==> config.mk <==
export PLATFORM = sky130hd
export DESIGN_NAME = edge_irq_ctrl
export DESIGN_NICKNAME = d
export VERILOG_FILES = /design/src/rtl/edge_irq_pkg.sv /design/src/rtl/eic_edge_detect.sv /design/src/rtl/eic_flag_reg.sv /design/src/rtl/eic_mask_reg.sv /design/src/rtl/eic_bus_decode.sv /design/src/rtl/edge_irq_ctrl.sv
export SDC_FILE = /design/constraint.sdc
export NUM_CORES = 1
export LEC_CHECK = 0
export BUFFER_PORTS_ARGS = -buffer_cell sky130_fd_sc_hd__buf_2
export CAP_MARGIN = 25
export CORE_UTILIZATION = 44
export CTS_BUF_LIST = sky130_fd_sc_hd__clkbuf_16
export DETAILED_ROUTE_END_ITERATION = 8
export HOLD_SLACK_MARGIN = 0.1
export PLACE_DENSITY = 0.74
export SYNTH_ARGS = -nofsm -noshare
export SYNTH_HDL_FRONTEND = slang
export SYNTH_SLANG_ARGS = --single-unit
==> constraint.sdc <==
create_clock -name clk -period 1 [get_ports clk]
set_clock_uncertainty 0.15 [all_clocks]
set_input_delay 0 -clock clk [delete_from_list [all_inputs] [get_ports clk]]
set_output_delay 0 -clock clk [all_outputs]
set_load 0.02 [all_outputs]
==> src/rtl/edge_irq_pkg.sv <==
// Package: edge_irq_pkg
// Shared constants and types for the edge interrupt controller.
// Assumes a 16-bit register file addressed by halfword index.
package edge_irq_pkg;

    // Register selection produced by the address decoder
    typedef enum logic [1:0] {
        SEL_NONE = 2'd0,
        SEL_FLAG = 2'd1,
        SEL_MASK = 2'd2
    } reg_sel_e;

    localparam int unsigned EIC_DATA_W    = 16;
    localparam int unsigned EIC_ADDR_W    = 3;
    localparam int unsigned EIC_FLAG_IDX  = 1;
    localparam int unsigned EIC_MASK_IDX  = 5;
    localparam logic [15:0] EIC_WIRED     = 16'h0700;
    localparam logic [15:0] EIC_MASK_INIT = 16'h0700;

endpackage

==> src/rtl/eic_edge_detect.sv <==
// Module: eic_edge_detect
// Samples each request line twice in a row and reports a one-cycle
// rise pulse on lines listed in WIRED when the older sample is 0 and
// the newer sample is 1.
// Assumes request lines are already synchronous to clk.
module eic_edge_detect #(
    parameter int unsigned N     = 16,
    parameter logic [N-1:0] WIRED = '1
) (
    input  logic         clk,
    input  logic         rst_n,
    input  logic [N-1:0] req_in,
    output logic [N-1:0] rise
);

    logic [N-1:0] cur_q;
    logic [N-1:0] prev_q;

    for (genvar i = 0; i < N; i++) begin : g_bit
        // Two-deep sample history for one request line
        always_ff @(posedge clk) begin
            if (!rst_n) begin
                cur_q[i]  <= 1'b0;
                prev_q[i] <= 1'b0;
            end else begin
                cur_q[i]  <= req_in[i];
                prev_q[i] <= cur_q[i];
            end
        end

        // Rise pulse, forced low on unconnected lines
        assign rise[i] = cur_q[i] & ~prev_q[i] & WIRED[i];
    end

endmodule

==> src/rtl/eic_flag_reg.sv <==
// Module: eic_flag_reg
// Sticky pending flags. A rise pulse sets a bit. A write clears the
// bits written as zero. When both land on a bit in the same cycle,
// the set wins.
// Assumes rise is zero on unconnected bits, so those bits never set.
module eic_flag_reg #(
    parameter int unsigned N = 16
) (
    input  logic         clk,
    input  logic         rst_n,
    input  logic [N-1:0] rise,
    input  logic         wr_en,
    input  logic [N-1:0] wdata,
    output logic [N-1:0] flags
);

    logic [N-1:0] flag_q;

    for (genvar i = 0; i < N; i++) begin : g_flag
        logic clr;
        // A bit is cleared only by a flag write carrying zero
        assign clr = wr_en & ~wdata[i];

        // Per-bit sticky latch with set priority over clear
        always_ff @(posedge clk) begin
            if (!rst_n) begin
                flag_q[i] <= 1'b0;
            end else if (rise[i]) begin
                flag_q[i] <= 1'b1;
            end else if (clr) begin
                flag_q[i] <= 1'b0;
            end
        end
    end

    assign flags = flag_q;

endmodule

==> src/rtl/eic_mask_reg.sv <==
// Module: eic_mask_reg
// Plain read/write mask storage. A 1 blocks the matching source.
// Assumes the top gates unconnected bits out of the output logic.
module eic_mask_reg #(
    parameter int unsigned N    = 16,
    parameter logic [N-1:0] INIT = '1
) (
    input  logic         clk,
    input  logic         rst_n,
    input  logic         wr_en,
    input  logic [N-1:0] wdata,
    output logic [N-1:0] mask
);

    logic [N-1:0] mask_q;

    // Load all bits on a mask write, reset to INIT
    always_ff @(posedge clk) begin
        if (!rst_n) begin
            mask_q <= INIT;
        end else if (wr_en) begin
            mask_q <= wdata;
        end
    end

    assign mask = mask_q;

endmodule

==> src/rtl/eic_bus_decode.sv <==
// Module: eic_bus_decode
// Decodes the halfword index into write enables and registers the
// read data. Unused indices ignore writes and read as zero.
// Read data is updated only when a read strobe is sampled.
module eic_bus_decode
    import edge_irq_pkg::*;
#(
    parameter int unsigned N        = 16,
    parameter int unsigned AW       = 3,
    parameter int unsigned FLAG_IDX = 1,
    parameter int unsigned MASK_IDX = 5
) (
    input  logic          clk,
    input  logic          rst_n,
    input  logic [AW-1:0] addr,
    input  logic          wr,
    input  logic          rd,
    input  logic [N-1:0]  flags,
    input  logic [N-1:0]  mask,
    output logic          flag_wr_en,
    output logic          mask_wr_en,
    output logic [N-1:0]  rdata
);

    localparam logic [AW-1:0] FLAG_A = AW'(FLAG_IDX);
    localparam logic [AW-1:0] MASK_A = AW'(MASK_IDX);

    reg_sel_e     sel;
    logic [N-1:0] rd_mux;
    logic [N-1:0] rdata_q;

    // Map the index to a register select
    always_comb begin
        if (addr == FLAG_A) begin
            sel = SEL_FLAG;
        end else if (addr == MASK_A) begin
            sel = SEL_MASK;
        end else begin
            sel = SEL_NONE;
        end
    end

    assign flag_wr_en = wr && (sel == SEL_FLAG);
    assign mask_wr_en = wr && (sel == SEL_MASK);

    // Choose the read source, zero when no register is selected
    always_comb begin
        unique case (sel)
            SEL_FLAG: rd_mux = flags;
            SEL_MASK: rd_mux = mask;
            default:  rd_mux = '0;
        endcase
    end

    // Capture read data on the read strobe and hold it otherwise
    always_ff @(posedge clk) begin
        if (!rst_n) begin
            rdata_q <= '0;
        end else if (rd) begin
            rdata_q <= rd_mux;
        end
    end

    assign rdata = rdata_q;

endmodule

==> src/rtl/edge_irq_ctrl.sv <==
// Module: edge_irq_ctrl
// Top of the edge interrupt controller. It captures rising edges on
// the connected sources into sticky flags, gates them with a mask and
// drives one registered interrupt line to the host.
// Assumes irq_in is synchronous to clk and that the bus issues
// single-cycle strobes.
module edge_irq_ctrl
    import edge_irq_pkg::*;
#(
    parameter int unsigned  DATA_W    = EIC_DATA_W,
    parameter int unsigned  ADDR_W    = EIC_ADDR_W,
    parameter int unsigned  FLAG_IDX  = EIC_FLAG_IDX,
    parameter int unsigned  MASK_IDX  = EIC_MASK_IDX,
    parameter logic [DATA_W-1:0] WIRED     = EIC_WIRED,
    parameter logic [DATA_W-1:0] MASK_INIT = EIC_MASK_INIT
) (
    input  logic              clk,
    input  logic              rst_n,
    input  logic [DATA_W-1:0] irq_in,
    input  logic [ADDR_W-1:0] bus_addr,
    input  logic              bus_wr,
    input  logic [DATA_W-1:0] bus_wdata,
    input  logic              bus_rd,
    output logic [DATA_W-1:0] bus_rdata,
    output logic              irq_out
);

    logic [DATA_W-1:0] rise;
    logic [DATA_W-1:0] flags;
    logic [DATA_W-1:0] mask;
    logic              flag_wr_en;
    logic              mask_wr_en;
    logic              irq_d;
    logic              irq_q;

    eic_edge_detect #(
        .N     (DATA_W),
        .WIRED (WIRED)
    ) u_edge (
        .clk    (clk),
        .rst_n  (rst_n),
        .req_in (irq_in),
        .rise   (rise)
    );

    eic_flag_reg #(
        .N (DATA_W)
    ) u_flag (
        .clk   (clk),
        .rst_n (rst_n),
        .rise  (rise),
        .wr_en (flag_wr_en),
        .wdata (bus_wdata),
        .flags (flags)
    );

    eic_mask_reg #(
        .N    (DATA_W),
        .INIT (MASK_INIT)
    ) u_mask (
        .clk   (clk),
        .rst_n (rst_n),
        .wr_en (mask_wr_en),
        .wdata (bus_wdata),
        .mask  (mask)
    );

    eic_bus_decode #(
        .N        (DATA_W),
        .AW       (ADDR_W),
        .FLAG_IDX (FLAG_IDX),
        .MASK_IDX (MASK_IDX)
    ) u_dec (
        .clk        (clk),
        .rst_n      (rst_n),
        .addr       (bus_addr),
        .wr         (bus_wr),
        .rd         (bus_rd),
        .flags      (flags),
        .mask       (mask),
        .flag_wr_en (flag_wr_en),
        .mask_wr_en (mask_wr_en),
        .rdata      (bus_rdata)
    );

    // Any connected, unmasked pending source requests service
    assign irq_d = |(flags & ~mask & WIRED);

    // Register the combined request, low in reset
    always_ff @(posedge clk) begin
        if (!rst_n) begin
            irq_q <= 1'b0;
        end else begin
            irq_q <= irq_d;
        end
    end

    assign irq_out = irq_q;

endmodule

==> results.toml <==
[power]
power_leakage_nw = 0.948
peakVddDrop_uv = 976
post-layout-total-power_mw = 3.60
power_per_cell_area_mw_per_mm2 = 1620

[clock_network]
cts_max_level = 2
postCtsHoldBufs = 19
ctsLongestPathBuffers = 2
tritoncts_clock_tree = "yes"
clock-sinks = 42
clk_root_buffer_cell = "clkbuf_16"
worstSkewPairLatency_ns = 0.28
tritoncts_buffer_count = 5
path_clk_slew_ns = 0.06

[synthesis]
synth_seq_cells = 42
distinct_cell_type_count_of_the_synthesized_netlist = 20
synth.mux.area_fraction = 0.121
synth-compound-area-share = 0.117
synthCells = 148
simple_gate_area_share_of_the_yosys_netlist = 0.174
synth_area_mm2 = 0.00160
ys.warnings.count = 0
fraction_of_the_mapped_netlist_area_in_adder_cells = 0
post_synth.cell_area_avg_um2 = 10.8
ys_seq_area_frac = 0.525
syn-num-nets = 187
synth_xor_area_frac = 0
synth_top_family_by_area = "simple AND/OR/NAND/NOR gates"

[floorplanning]
die_height_um = 62.3
placementRows = 21
die_area_mm2 = 0.00389
floorplan.initialDensity = 0.469
core_region_area_mm2 = 0.00342
dieWidth_um = 62.3
top_level_ports = 56

[route]
wl_mm = 3.33
drc = 0
antenna_violating_nets_post_route = 0
route.detailed.wl_per_inst_um = 12.7
via_per_inst = 4.89
first_iter_violations = 36
first_pass_iters = 6
dr_total_vias = 1282

[layout]
diodes = 0
most-common-layout-cells = "42 x buf_2, 37 x dfxtp_1, 29 x nand2_1"
area_growth_syn_to_layout_pct = 38.6
layout-drive-gt1-share = 0.324
final_nets = 254
final_design_area_no_fill_mm2 = 0.00222
commonest_non_fill_non_tap_cell_in_the_layout = "buf_2"
utilization = 0.650

[setup_path]
critical_path_peak_fanout = 3
setup.reg_to_reg.worst_slack_ns = -0.03
path_type_of_the_worst_setup_path = "reg2reg"
cp-end-kind = "register"
crit_chain = "mux2_4, a22o_1"
critical_path.reg2reg.endpoint = "u_dec.rdata[10]"
rr_worst_depth = 2
cpMaxStageDelayCell = "dfxtp_2"
critical_path.reg2reg.startpoint = "u_flag.flags[10]"
worstPathArrival_ns = 1.05
start_kind = "register"
crit_path_max_incr_delay_ns = 0.33
critPathRequiredTime_ns = 1.02

[placed_design]
place_congestion = 0.693
placement.io_buffers = 42
dpl-instance-area_mm2 = 0.00187
hpwl_mm = 2.23

[run_status]
run_status = "finished with violations"
violations = "negative setup slack"

[hold_path]
min_from = "rst_n"
whs_path_depth = 3
hold_class = "in2reg"
min_to = "irq_out"

[timing]
setup_repair_after_global_routing_missed_its_margin = "true"
timing.final.crit_share = 1.03
report.final.slew_viol_count = 0
worst-slew-pin-transition_ns = 0.691
setup_slack_ns = -0.0268
timing.final.setup_violations = 3
max-slew-margin-rel = 0.537
hold_viol = 0
final.setup.tns_ns = -0.0342
max_clock_freq_ghz = 0.974
period_minus_slack_ns = 1.03

[global_route]
grt_first_pass_wirelength_mm = 5.60
first_global_vias = 1267
grt-ovfl-total = 0
globalRouteTotalUtil = 0.187
largest_net_degree_at_the_start_of_global_routing = 27
antenna_found_initial = 0

[flow_run]
max-cap-violations = 0
[synth_stat cells]
cell type	n	area (um^2)
dfxtp_1	42	841
nand2_1	29	109
mux2i_1	16	160
a32o_1	13	130
nor2b_1	10	62.6
and2_1	6	37.5
buf_2	6	30.0
a22o_1	3	26.3
buf_6	3	33.8
nand3_1	3	15.0
nand3b_1	3	22.5
o211ai_1	3	22.5
and4b_1	2	20.0
clkbuf_1	2	7.51
mux2_1	2	22.5
and4bb_2	1	12.5
buf_12	1	20.0
dlygate4sd1_1	1	8.76
mux2_2	1	11.3
o31a_1	1	8.76
[how the worst max path moves through the flow]
stage                      from               to  slack [ns]
2_1_floorplan   u_mask.mask[10]  u_dec.rdata[10]      -0.006
3_3_place_gp              rst_n   u_dec.rdata[9]       -0.41
3_5_place_dp             bus_rd  u_dec.rdata[10]       -0.48
4_1_cts        u_flag.flags[10]  u_dec.rdata[10]       -0.03
5_1_grt        u_flag.flags[10]  u_dec.rdata[10]       -0.04
6_report       u_flag.flags[10]  u_dec.rdata[10]       -0.03
[flip-flops by register name, indices dropped and copies added, names as in the netlist]
signal and cells:
u_mask.mask 16, u_dec.rdata 16, u_edge.cur_q 3, u_edge.prev_q 3, irq_out 1, u_flag.flags 3
[per-layer routing]
layer / vias up / GRT usage / routed length, um
li1: 650 / - / -
met1: 591 / 0.220 / 1550
met2: 33 / 0.308 / 1540
met3: 8 / 0.0441 / 149
met4: 0 / 0.113 / 84
met5: - / 0 / 0
[critical path, delay by kind of cell, from the launching register on]
| kind | cells | cell delay [ns] |
|---|---|---|
| mux | 1 | 0.27 |
| compound gates | 1 | 0.18 |
| flops | 1 | 0.33 |
[metrics by stage]
step           hold slack, ns  worst slack (ns)  cells
2_1_floorplan         -0.0227          -0.00609    148
3_3_place_gp           0.0569            -0.410    235
3_5_place_dp           0.0581            -0.479    235
4_1_cts                0.0245           -0.0284    262
5_1_grt                0.0436           -0.0368    262
6_report               0.0271           -0.0268    262
[cell type report]
class                           instances  area (um^2)
Multi-Input combinational cell         93          674
Clock buffer                            5          125
Tap cell                               46         57.6
Fill cell                             280         1200
Timing Repair Buffer                   73          503
Clock inverter                          3         12.5
Sequential cell                        42          847
[kinds of logic (layout without fill, tap and decap cells)]
family | Yosys count | count (layout)
buf+inv | 13 | 81
compound gates | 20 | 20
flops | 42 | 42
simple gates | 54 | 54
mux | 19 | 19
[timing repair]
action,CTS,global route
gates resized for setup,9,0
setup buffers,0,0
endpoints found under the hold margin,42,13
endpoints found under the setup margin,16,4
[where the power goes]
| group | total (mW) | switching (mW) | internal (mW) |
|---|---|---|---|
| Sequential | 1.75 | 0.0268 | 1.73 |
| Combinational | 0.339 | 0.139 | 0.200 |
| Clock | 1.51 | 0.604 | 0.901 |
| Total | 3.60 | 0.770 | 2.83 |
(Power assumes the default switching activity.)
